**src/rtl/wdt_trio_pkg.sv**
```systemverilog
package wdt_trio_pkg;
  localparam int NUM_TIMERS = 3;
  localparam int HALF_W     = 16;
  localparam int ADDR_W     = 6;

  // Window and offset decode: the window index sits in address bits [5:4].
  localparam logic [1:0] WIN_PLD  = 2'd3;
  localparam logic [3:0] OFF_CNT  = 4'h0;
  localparam logic [3:0] OFF_LIM  = 4'h4;
  localparam logic [3:0] OFF_STAT = 4'h8;
  localparam logic [3:0] OFF_MASK = 4'h0;
  localparam logic [3:0] OFF_SUM  = 4'h4;

  // Bit i set: timer i drives a level action; clear: a timed pulse.
  localparam logic [NUM_TIMERS-1:0] ACT_LEVEL = 3'b001;

  typedef logic [HALF_W-1:0] half_t;

  typedef struct packed {
    logic [NUM_TIMERS-1:0] limitWr;
    logic [NUM_TIMERS-1:0] cntRd;
    logic                  maskWr;
    half_t                 wrHalf;
    logic [NUM_TIMERS-1:0] maskVal;
  } wdt_stb_t;

  function automatic half_t laneSwap(half_t v);
    return {v[7:0], v[15:8]};
  endfunction
endpackage

```
**src/rtl/wdt_trio_ctrl.sv**
```systemverilog
module wdt_trio_ctrl
  import wdt_trio_pkg::*;
(
  input  logic                         reqValid,
  input  logic                         reqWrite,
  input  logic [ADDR_W-1:0]            reqAddr,
  input  half_t                        wrData,
  input  half_t [NUM_TIMERS-1:0]       cntQ,
  input  half_t [NUM_TIMERS-1:0]       limQ,
  input  logic  [NUM_TIMERS-1:0]       runQ,
  input  logic  [NUM_TIMERS-1:0]       expQ,
  input  logic  [NUM_TIMERS-1:0]       maskQ,
  output wdt_stb_t                     stb,
  output half_t                        rdData
);
  logic [1:0] win;
  logic [3:0] off;
  logic       rdEn;
  logic       wrEn;

  assign win  = reqAddr[5:4];
  assign off  = reqAddr[3:0];
  assign rdEn = reqValid & ~reqWrite;
  assign wrEn = reqValid & reqWrite;

  for (genvar i = 0; i < NUM_TIMERS; i++) begin : g_dec
    assign stb.limitWr[i] = wrEn && (win == 2'(i)) && (off == OFF_LIM);
    assign stb.cntRd[i]   = rdEn && (win == 2'(i)) && (off == OFF_CNT);
  end

  assign stb.maskWr  = wrEn && (win == WIN_PLD) && (off == OFF_MASK);
  assign stb.wrHalf  = laneSwap(wrData);
  assign stb.maskVal = wrData[NUM_TIMERS-1:0];

  always_comb begin
    rdData = '0;
    if (rdEn) begin
      if (win == WIN_PLD) begin
        case (off)
          OFF_MASK: rdData[NUM_TIMERS-1:0] = maskQ;
          OFF_SUM:  rdData[NUM_TIMERS-1:0] = expQ;
          default:  rdData = '0;
        endcase
      end else if (int'(win) < NUM_TIMERS) begin
        case (off)
          OFF_CNT:  rdData = laneSwap(cntQ[win]);
          OFF_LIM:  rdData = laneSwap(limQ[win]);
          OFF_STAT: rdData[1:0] = {expQ[win], runQ[win]};
          default:  rdData = '0;
        endcase
      end
    end
  end
endmodule

```
**src/rtl/wdt_trio_dp.sv**
```systemverilog
module wdt_trio_dp
  import wdt_trio_pkg::*;
#(
  parameter int TICK_DIV  = 5000000,
  parameter int PULSE_LEN = 16
) (
  input  logic                   clk,
  input  logic                   rstN,
  input  wdt_stb_t               stb,
  output half_t [NUM_TIMERS-1:0] cntQ,
  output half_t [NUM_TIMERS-1:0] limQ,
  output logic  [NUM_TIMERS-1:0] runQ,
  output logic  [NUM_TIMERS-1:0] expQ,
  output logic  [NUM_TIMERS-1:0] maskQ,
  output logic  [NUM_TIMERS-1:0] actOut
);
  localparam int PRE_W   = (TICK_DIV > 1) ? $clog2(TICK_DIV) : 1;
  localparam int PULSE_W = $clog2(PULSE_LEN + 1);

  logic [PRE_W-1:0]      preQ;
  logic                  tick;
  logic [NUM_TIMERS-1:0] expireEv;

  assign tick = (preQ == PRE_W'(TICK_DIV - 1));

  always_ff @(posedge clk) begin
    if (!rstN)     preQ <= '0;
    else if (tick) preQ <= '0;
    else           preQ <= preQ + 1'b1;
  end

  always_ff @(posedge clk) begin
    if (!rstN)           maskQ <= '1;
    else if (stb.maskWr) maskQ <= stb.maskVal;
  end

  for (genvar i = 0; i < NUM_TIMERS; i++) begin : g_tmr
    assign expireEv[i] = !stb.limitWr[i] && !stb.cntRd[i] && tick &&
                         runQ[i] && (cntQ[i] <= half_t'(1));

    always_ff @(posedge clk) begin
      if (!rstN) begin
        cntQ[i] <= half_t'(1);
        limQ[i] <= half_t'(1);
        runQ[i] <= 1'b0;
        expQ[i] <= 1'b0;
      end else if (stb.limitWr[i]) begin
        cntQ[i] <= stb.wrHalf;
        limQ[i] <= stb.wrHalf;
        runQ[i] <= 1'b1;
        expQ[i] <= 1'b0;
      end else if (stb.cntRd[i]) begin
        cntQ[i] <= limQ[i];
      end else if (expireEv[i]) begin
        cntQ[i] <= '0;
        runQ[i] <= 1'b0;
        expQ[i] <= 1'b1;
      end else if (tick && runQ[i]) begin
        cntQ[i] <= cntQ[i] - 1'b1;
      end
    end

    if (ACT_LEVEL[i]) begin : g_level
      assign actOut[i] = expQ[i] & ~maskQ[i];
    end else begin : g_pulse
      logic [PULSE_W-1:0] pulseQ;
      always_ff @(posedge clk) begin
        if (!rstN)                       pulseQ <= '0;
        else if (expireEv[i] && !maskQ[i]) pulseQ <= PULSE_W'(PULSE_LEN);
        else if (pulseQ != '0)           pulseQ <= pulseQ - 1'b1;
      end
      assign actOut[i] = (pulseQ != '0);
    end
  end
endmodule

```
**src/rtl/wdt_trio.sv**
```systemverilog
module wdt_trio
  import wdt_trio_pkg::*;
#(
  parameter int TICK_DIV  = 5000000,
  parameter int PULSE_LEN = 16
) (
  input  logic        clk,
  input  logic        rstN,
  input  logic        reqValid,
  input  logic        reqWrite,
  input  logic [5:0]  reqAddr,
  input  logic [15:0] wrData,
  output logic [15:0] rdData,
  output logic        irqOut,
  output logic        cpuRstOut,
  output logic        boardRstOut
);
  wdt_stb_t              stb;
  half_t [NUM_TIMERS-1:0] cntQ;
  half_t [NUM_TIMERS-1:0] limQ;
  logic  [NUM_TIMERS-1:0] runQ;
  logic  [NUM_TIMERS-1:0] expQ;
  logic  [NUM_TIMERS-1:0] maskQ;
  logic  [NUM_TIMERS-1:0] actOut;

  wdt_trio_ctrl ctrl_i (
    .reqValid (reqValid),
    .reqWrite (reqWrite),
    .reqAddr  (reqAddr),
    .wrData   (wrData),
    .cntQ     (cntQ),
    .limQ     (limQ),
    .runQ     (runQ),
    .expQ     (expQ),
    .maskQ    (maskQ),
    .stb      (stb),
    .rdData   (rdData)
  );

  wdt_trio_dp #(
    .TICK_DIV  (TICK_DIV),
    .PULSE_LEN (PULSE_LEN)
  ) dp_i (
    .clk    (clk),
    .rstN   (rstN),
    .stb    (stb),
    .cntQ   (cntQ),
    .limQ   (limQ),
    .runQ   (runQ),
    .expQ   (expQ),
    .maskQ  (maskQ),
    .actOut (actOut)
  );

  assign irqOut      = actOut[0];
  assign cpuRstOut   = actOut[1];
  assign boardRstOut = actOut[2];
endmodule

```
**config.mk**
```make
export PLATFORM = sky130hd
export DESIGN_NAME = wdt_trio
export DESIGN_NICKNAME = d
export VERILOG_FILES = /design/src/rtl/wdt_trio_pkg.sv /design/src/rtl/wdt_trio_ctrl.sv /design/src/rtl/wdt_trio_dp.sv /design/src/rtl/wdt_trio.sv
export SDC_FILE = /design/constraint.sdc
export NUM_CORES = 1
export LEC_CHECK = 0
export BUFFER_PORTS_ARGS = -buffer_cell sky130_fd_sc_hd__clkbuf_2
export CORE_UTILIZATION = 25
export DETAILED_ROUTE_END_ITERATION = 10
export PLACE_DENSITY = 0.49
export REMOVE_ABC_BUFFERS = 1
export SYNTH_ARGS = -nofsm -noshare
export SYNTH_HDL_FRONTEND = slang
export SYNTH_SLANG_ARGS = --single-unit
export TNS_END_PERCENT = 20
```
**constraint.sdc**
```tcl
create_clock -name clk -period 2.5 [get_ports clk]
set_input_delay 0.375 -clock clk [delete_from_list [all_inputs] [get_ports clk]]
set_output_delay 0.375 -clock clk [all_outputs]
set_load 0.005 [all_outputs]
```
==> out/metrics.csv <==
stage,metric,value,unit
detailed_routing,drt-vias-per-instance,5.381,
placed_design,place_congestion,0.9486,
setup_path,cp_max_fo,5,
cts,insertion_delay,0.43,ns
power_and_ir_drop,p_total,5.974,mW
detailed_routing,wirelength,31370,um
power_and_ir_drop,vdd_drop_max,0.4717,mV
detailed_routing,drtIter0Drc,740,
placed_design,portBuffers,44,
detailed_routing,drc,0,
setup_path,critical-path-slowest-cell,or4_4,
sta,rsz0062_at_grt,true,
yosys,synthMuxAreaShare,7.378,%
global_route,grt_max_degree,29,
yosys,syn_area,8073,um2
yosys,yosys.area.top_type,dfxtp_1,
yosys,synth-xor-area-share,3.363,%
yosys,synthFlopType,dfxtp_1,
finish,area_growth,25.50,%
yosys,synth-compound-area-share,22.18,%
yosys,ys_seq_area_share,34.22,%
placed_design,pre_cts_ws,0.003955,ns
sta,setup_viol,0,
finish,regArea,2764,um2
yosys,synth_top_family_by_area,simple AND/OR/NAND/NOR gates,
finish,final_cells,1582,
sta,hold_viol_final,0,
sta,setup_slack,0.1428,ns
finish,fillerInstances,3362,
floorplanning,die_area,33010,um2
finish,fin_util,32.02,%
setup_path,crit_arrival,2.65,ns
yosys,synth-edff-count,0,
setup_path,crit_type,register to register,
floorplanning,core-area,31640,um2
floorplanning,start_util,25.52,%
finish,final_nets,1203,
placed_design,placed_cells,1549,
sta,slew_headroom,55.55,%
sta,whs,0.2623,ns
finish,drive_above_1_share,19.00,%
yosys,synth_fa_ha_area_share,1.705,%
cts,cts_made_buffers,17,
floorplanning,chipWidth,181.7,um
global_route,grt_overflow,0,
power_and_ir_drop,power.leakage,3.814,nW
yosys,yosysWarnings,0,
placed_design,dp_hpwl,24170,um
placed_design,dpl_cell_area,9498,um2
yosys,yosys.area_share.simple,27.22,%
global_route,grt_use_total,19.12,%
hold_path,hold_class,input port to register,
floorplanning,die_h,181.7,um
cts,ctsHtreeMaxLevel,4,
yosys,synth_seq_cells,138,
cts,root_buffer,clkbuf_16,
outcome,status,"complete, no violations",
sta,tightestPinTransition,0.6668,ns
yosys,netlist_instances,1051,
detailed_routing,dr.pass1.iters,5,
sta,fin_skew,0.01394,ns
yosys,synth_area_leaders,"dfxtp_1 34%, nand2_1 7.6%, a21oi_1 6.6%",
sta,maxClockFrequency,0.4242,GHz
floorplanning,rows,65,
finish,design_area,10130,um2
flow_run,maxCapViolCount,0,
setup_path,cp_cell_sequence,or4_4 > or2_4 > nor4_4 > nand2_1 > buf_4 > o2111ai_1 > o221ai_1,
global_route,antenna_found_initial,1,
cts,path_clk_slew,0.06,ns
yosys,yosysUniqueCellTypes,76,
detailed_routing,routedWlPerCell,19.83,um
setup_path,cp-end-kind,register,
yosys,avgSynthCellArea,7.681,um2
global_route,first_global_vias,8050,
cts,postCtsSetupBuffers,0,
cts,cts_buffer_depth,2,
floorplanning,boundaryPins,45,
yosys,synth_top_area_share,34.22,%
sta,setup-tns-final,0,ns
setup_path,cpPeakStageDelay,0.57,ns
cts,cts_sinks,138,
setup_path,start_kind,register,
detailed_routing,routed-via-count,8513,
sta,period_share,94.29,%
setup_path,worst-endpoint-required,2.79,ns
yosys,synthArstFlopShare,0,%
cts,cts_tree,built,
global_route,grt_pass1_wl,48040,um
sta,final_max_slew_viol_count,0,
finish,multi_input_area,5030,um2
sta,min_period,2.357,ns
detailed_routing,ant_nets,0,
power_and_ir_drop,power_density,589.7,nW/um2
synth_stat cells (4+ instances only):
cell type,instances
o31a_1,5
o21ai_0,34
buf_2,5
a21oi_1,107
nand3_1,31
ha_1,11
mux2i_1,46
a221oi_1,6
a22o_1,5
a22oi_1,14
or4_1,10
nor3_1,30
nand2b_1,4
buf_1,6
nand4_1,13
o211a_1,4
nor2_1,125
clkbuf_1,54
xnor2_1,15
inv_1,18
a211oi_1,29
mux4_2,6
nor4_1,16
o31ai_1,6
nor4b_1,5
o32ai_1,4
and3_1,10
xor2_1,16
and2_1,8
dfxtp_1,138
o22ai_1,14
a31oi_1,8
or3_1,12
nand2_1,163
o21a_1,4
o211ai_1,8
final timing paths:
check	startpoint	to	slack (ns)	depth (start not counted)
worst max-delay path	dp_i.cntQ[25]	dp_i.cntQ[26]	0.14	7
worst min-delay path	wrData[2]	dp_i.limQ[42]	0.26	3
worst max register to register	dp_i.cntQ[25]	dp_i.cntQ[26]	0.14	7
worst min register to register	dp_i.preQ[0]	dp_i.preQ[0]	0.43	1
area by class of cell:
class | count | area share, %
Clock buffer | 18 | 4.236
Sequential cell | 138 | 27.28
Antenna cell | 1 | 0.02470
Timing Repair Buffer | 161 | 11.50
Tap cell | 402 | 4.965
Multi-Input combinational cell | 830 | 49.65
Inverter | 18 | 0.6669
Clock inverter | 14 | 1.680
logic make-up (layout without fill, tap and decap cells):
family,after synthesis,in the layout
buffers and inverters,83,211
xor gates and xnor gates,31,31
DFF,138,138
other,0,1
AOI/OAI and AO/OA,278,278
adders and majority gates,11,11
muxes,52,52
and+or+nand+nor,458,458
where the power goes:
| group | switching [mW] | leakage [nW] | total (mW) | internal [mW] |
|---|---|---|---|---|
| sequential | 0.0722 | 1.12 | 2.36 | 2.29 |
| combinational | 0.526 | 2.42 | 0.958 | 0.432 |
| clock | 1.08 | 0.283 | 2.65 | 1.57 |
critical path, delay by kind of cell, from the launching register on:
family	cells	cell delay (ns)
flip-flops	1	0.32
AO/OA/AOI/OAI	2	0.25
AND/OR/NAND/NOR	4	1.43
buffers and inverters	1	0.22
cells in the final DEF, fill, tap and decap left out, drive strengths merged, types with 7 or more instances in the layout:
cell      n
o21ai    36
o22ai    14
xnor2    15
xor2     16
a211oi   29
mux2i    46
or4      11
clkbuf   62
a22oi    14
inv      20
o31ai     7
nor3     32
nor2    126
buf     117
nand4    13
and3     10
dfxtp   138
a21oi   107
and2      9
nand2   163
or3      14
a31oi     8
ha       11
o211ai    8
nor4     19
nand3    32
sequential cells by signal, indices dropped and copies added (netlist names):
signal                     count
dp_i.expQ                      3
dp_i.preQ                     23
dp_i.limQ                     48
dp_i.maskQ                     3
dp_i.g_tmr.g_pulse.pulseQ     10
dp_i.runQ                      3
dp_i.cntQ                     48
layer usage:
| metal | up-vias | part of all wire (%) | GRT usage, % |
|---|---|---|---|
| met3 | 52 | 5.7 | 3.751 |
| li1 | 4068 | - | - |
| met5 | - | 0 | 0 |
| met4 | 0 | 2.5 | 7.424 |
| met1 | 4088 | 46 | 25.16 |
| met2 | 305 | 46 | 30.66 |
repair_timing:
action | CTS | global route
setup endpoints to repair | 0 | 28
resized for setup | 0 | 9
hold buffers | 0 | 0
Power figures use the tool's default switching activity.
